--- src/rtl/laser_link_ctl.sv ---
module laser_link_ctl #(
  parameter int NCH     = 12,
  parameter int ON_CYC  = 100000,
  parameter int OFF_CYC = 51000,
  parameter int CLR_MIN = 1000
) (
  input  logic           clk,
  input  logic           rst_n,
  input  logic           tx_enable,
  input  logic           tx_inhibit,
  input  logic           fault_clr_n,
  input  logic [NCH-1:0] ch_fault,
  output logic [NCH-1:0] laser_en,
  output logic           fault_n,
  output logic           ready
);
  localparam int DMAX = (ON_CYC > OFF_CYC) ? ON_CYC : OFF_CYC;
  localparam int CW   = $clog2(DMAX + 1);
  localparam int RW   = $clog2(CLR_MIN + 1);

  logic [1:0]     en_sy, inh_sy, clr_sy;
  logic [NCH-1:0] flt_s1, flt_s2;
  logic [RW-1:0]  rcnt;
  logic [CW-1:0]  cnt, lim;
  logic           lat, on_q, clr_acc, en_req, live;

  always_ff @(posedge clk or negedge rst_n) begin
    if (!rst_n) begin
      en_sy  <= 2'b00;
      inh_sy <= 2'b00;
      clr_sy <= 2'b11;
      flt_s1 <= '0;
      flt_s2 <= '0;
    end else begin
      en_sy  <= {en_sy[0], tx_enable};
      inh_sy <= {inh_sy[0], tx_inhibit};
      clr_sy <= {clr_sy[0], fault_clr_n};
      flt_s1 <= ch_fault;
      flt_s2 <= flt_s1;
    end
  end

  assign clr_acc = (rcnt == RW'(CLR_MIN));

  always_ff @(posedge clk or negedge rst_n) begin
    if (!rst_n)             rcnt <= '0;
    else if (clr_sy[1])     rcnt <= '0;
    else if (!clr_acc)      rcnt <= rcnt + RW'(1);
  end

  always_ff @(posedge clk or negedge rst_n) begin
    if (!rst_n)          lat <= 1'b0;
    else if (clr_acc)    lat <= 1'b0;
    else if (|flt_s2)    lat <= 1'b1;
  end

  assign en_req = en_sy[1] & ~inh_sy[1] & ~lat & ~clr_acc;
  assign lim    = on_q ? CW'(OFF_CYC - 1) : CW'(ON_CYC - 1);

  always_ff @(posedge clk or negedge rst_n) begin
    if (!rst_n) begin
      on_q <= 1'b0;
      cnt  <= '0;
    end else if (lat || clr_acc) begin
      on_q <= 1'b0;
      cnt  <= '0;
    end else if (en_req != on_q) begin
      if (cnt == lim) begin
        on_q <= en_req;
        cnt  <= '0;
      end else begin
        cnt <= cnt + CW'(1);
      end
    end else begin
      cnt <= '0;
    end
  end

  assign live     = on_q & ~lat & ~clr_acc;
  assign laser_en = {NCH{live}};
  assign ready    = live;
  assign fault_n  = ~lat;
endmodule

--- config.mk ---
export PLATFORM = sky130hd
export DESIGN_NAME = laser_link_ctl
export DESIGN_NICKNAME = d
export VERILOG_FILES = /design/src/rtl/laser_link_ctl.sv
export SDC_FILE = /design/constraint.sdc
export NUM_CORES = 1
export LEC_CHECK = 0
export CAP_MARGIN = 20
export CORE_MARGIN = 2
export CORE_UTILIZATION = 49
export DETAILED_ROUTE_END_ITERATION = 6
export GPL_ROUTABILITY_DRIVEN = 0
export PLACE_DENSITY = 0.75
export SETUP_SLACK_MARGIN = 0.2
export SYNTH_ARGS = -nofsm -noshare
export SYNTH_HDL_FRONTEND = slang
export SYNTH_SLANG_ARGS = --single-unit
--- constraint.sdc ---
create_clock -name clk -period 2.18 [get_ports clk]
set_input_delay 0.218 -clock clk [delete_from_list [all_inputs] [get_ports clk]]
set_output_delay 0.218 -clock clk [all_outputs]
set_load 0.02 [all_outputs]
==> results.yml <==
drt:
  detail-route-antenna-nets: 0
  routed-via-count: 1656
  viasPerCell: 5.22
  route.detailed.drc: 0
  drt_pre_antenna_iters: 4
  routed_wl_um: 4340
  routed_wire_length_per_instance_um: 13.7
  drt_first_iter_violations: 107
synthesis:
  synth_area_in_compound_gates: 0.0178
  synth_seq_cells: 59
  synthCells: 207
  post_synthesis_instance_area_mm2: 0.00245
  mux_contribution_to_synthesized_area: 0.00408
  post_synth_num_cell_types: 39
  synthXorXnorAreaFrac: 0.0857
  ys_seq_area_frac: 0.603
  synth-warning-count: 0
  postSynth.asyncResetShare: 1.00
  syn_area_per_cell_um2: 11.9
  synth_top_family_by_area: "simple AND/OR/NAND/NOR gates"
  synth-edff-count: 0
  yosys.area_share.adder: 0.0153
  synth_ff_type: "sky130_fd_sc_hd__dfrtp_1"
  synth.net_count: 227
  synthSimpleGateAreaFrac: 0.212
global_routing:
  grt.total_usage: 0.180
  antenna_found_initial: 0
  global_route_wire_length_before_repair_um: 7310
  grt_start_max_net_pins: 32
  first_global_vias: 1706
  overflow: 0
setup_path:
  r2r-start: "rcnt[3]$_DFFE_PN0P_"
  critical_path.endpoint_type: "primary output"
  critPathMaxStageDelay_ns: 0.36
  regToRegEndpoint: "cnt[15]$_DFF_PN0_"
  startpoint: "rcnt[1]$_DFFE_PN0P_"
  worstPathRequired_ns: 1.96
  worst-r2r-cell-count: 5
  worstPathCellList: "inv_1 -> ha_4 -> nor4bb_4 -> a311oi_4 -> buf_4 -> buf_16 -> buf_8"
  ff2ff_setup_slack_ns: 0.23
  crit_fanout: 7
  worst-setup-path-type: "reg -> out"
  critical_path_top_delay_cell: "sky130_fd_sc_hd__dfrtp_1"
  timing.critical_path.arrival_ns: 1.81
  cp-start-kind: "flop"
clocking:
  cts_tree: "built"
  cts-htree-levels: 3
  clk_root_buffer_cell: "sky130_fd_sc_hd__clkbuf_8"
  clk_pin_slew_worst_paths_ns: 0.06
  cts_buffers: 9
  clock_path_buffers: 2
  tritoncts_num_sinks: 59
  clk-insertion-delay-late_ns: 0.33
placed_design:
  detailed_place.area_mm2: 0.00281
  post-place-cells: 294
  buffer_ports.inserted: 30
  dp_hpwl_um: 2750
min_path:
  min_from: "fault_clr_n"
  worstHoldPathType: "in -> reg"
  worst_hold_path.num_cells: 1
  holdPathEnd: "clr_sy[0]$_DFF_PN1_"
final_layout:
  antennaDiodeCount: 0
  layout_common_cells: "57 x sky130_fd_sc_hd__dfrtp_1, 19 x sky130_fd_sc_hd__nor3_1, 16 x sky130_fd_sc_hd__clkdlybuf4s50_1, 15 x sky130_fd_sc_hd__nor2_1, 14 x sky130_fd_sc_hd__xnor2_1"
  utilization: 0.666
  final_cells: 317
  final_cell_area_mm2: 0.00319
  drive_gt1_frac: 0.220
  fill_cells: 347
  design.final.nets: 266
  areaGrowthSynthToFinish_pct: 29.9
  layout_commonest_cell: "sky130_fd_sc_hd__dfrtp_1"
timing:
  fin_setup_tns_ns: 0
  final.min_clock_period_ns: 2.03
  report.final.slew_viol_count: 0
  setup_viol_count_final: 0
  clock_skew_ns: 0.00583
  hold_slack_ns: 0.292
  finalHoldViolations: 0
  final.period_utilization: 0.932
  setup_repair_after_global_routing_missed_its_margin: "yes"
  max_freq_mhz: 492
  max_slew_margin: 0.561
  worst_pin_slew_ns: 0.659
power_and_ir_drop:
  cellInternalPower_mw: 1.81
  switching_power_as_a_share_of_total_power: 0.200
  static-leakage-power_nw: 1.33
  clock_power_share: 0.457
  power_density_mw_per_mm2: 710
  irDropWorstVdd_mv: 0.595
  power.combinational.fraction: 0.039
  sequential_share_of_power: 0.504
  net-switching-power_uw: 452
floorplanning:
  die_h_um: 74.8
  row_count: 25
  die_width_um: 74.8
  die_footprint_mm2: 0.00559
  effective_utilization_at_floorplan: 0.513
  top_level_ports: 31
  core_mm2: 0.00479
job:
  max_cap_violations: 0
status:
  run_status: "finished clean"
-- kinds of logic after synthesis --
kind of cell / count (synthesis)
multiplexers: 1
AO/OA/AOI/OAI: 6
flip-flops: 59
AND/OR/NAND/NOR: 90
XOR/XNOR: 24
buffers and inverters: 24
adder cells (fa/ha/maj): 3
-- cell usage after synthesis, drive strengths merged (3+ instances only) --
| cell type | count | area share |
|---|---|---|
| dfrtp | 57 | 0.58 |
| nor3 | 20 | 0.045 |
| buf | 16 | 0.050 |
| nor2 | 15 | 0.023 |
| xnor2 | 14 | 0.050 |
| nand2 | 11 | 0.017 |
| xor2 | 10 | 0.036 |
| nand3 | 9 | 0.018 |
| inv | 6 | 0.0092 |
| nand4 | 6 | 0.021 |
| nor4 | 6 | 0.015 |
| or4 | 4 | 0.013 |
| and3 | 3 | 0.0076 |
| ha | 3 | 0.015 |
| nor2b | 3 | 0.0076 |
-- per-stage QoR --
| step | power, mW | setup WS (ns) |
|---|---|---|
| global placement | 1.23 | 0.0627 |
| floorplan | 1.17 | 0.210 |
| detailed placement | 1.24 | 0.00193 |
| CTS | 2.28 | 0.176 |
| global route | 2.35 | 0.0705 |
| finish | 2.26 | 0.148 |
-- power groups by stage --
stage | clock network, mW | registers [mW] | logic (mW)
after global placement | 0 | 1.16 | 0.0693
after CTS | 1.05 | 1.14 | 0.0843
after floorplan | 0 | 1.16 | 0.0161
after detailed placement | 0 | 1.16 | 0.0727
after global routing | 1.11 | 1.14 | 0.0988
final | 1.03 | 1.14 | 0.0873
-- worst max-delay path, delay by kind of cell, from the launching register on --
family                   cells  cell delay [ns]
AO/OA/AOI/OAI                1             0.31
AND/OR/NAND/NOR              1             0.15
buffers and inverters        4             0.50
flip-flops                   1             0.36
adder cells (fa/ha/maj)      1             0.16
-- flip-flops by register name, summed over array words and instances, names as in the netlist --
register / cells
cnt: 17
flt_s1: 12
flt_s2: 12
rcnt: 10
clr_sy: 2
en_sy: 2
inh_sy: 2
lat: 1
on_q: 1
-- what timing repair did --
item,4_1_cts,5_1_grt
hold buffers,1,0
endpoints found under the hold margin,28,0
pin swaps,1,2
gates resized for setup,72,25
cloned,1,0
endpoints found under the setup margin,30,30
setup buffers,4,2
-- layout make-up --
cell class	count	area, um^2	share of cell area
clock buffer	10	128	0.0400
tap	67	83.8	0.0263
clock inverter	5	78.8	0.0247
multi-input combinational	124	867	0.272
inverter	6	22.5	0.00707
timing repair buffer	46	528	0.166
sequential	59	1480	0.464
-- worst max-delay path by stage --
stage	to	cells past startpoint
floorplan	cnt[1]$_DFF_PN0_	9
global placement	laser_en[10]	6
detailed placement	laser_en[1]	6
CTS	laser_en[8]	6
global route	laser_en[0]	7
finish	laser_en[7]	7
-- layer usage --
metal,GRT usage,vias to the layer above,part of all wire
met5,0,-,0
met4,0.123,0,0.025
met3,0.0428,12,0.043
met2,0.300,51,0.51
met1,0.206,810,0.42
li1,-,783,-
No activity file was read; power rests on OpenSTA's default activity.
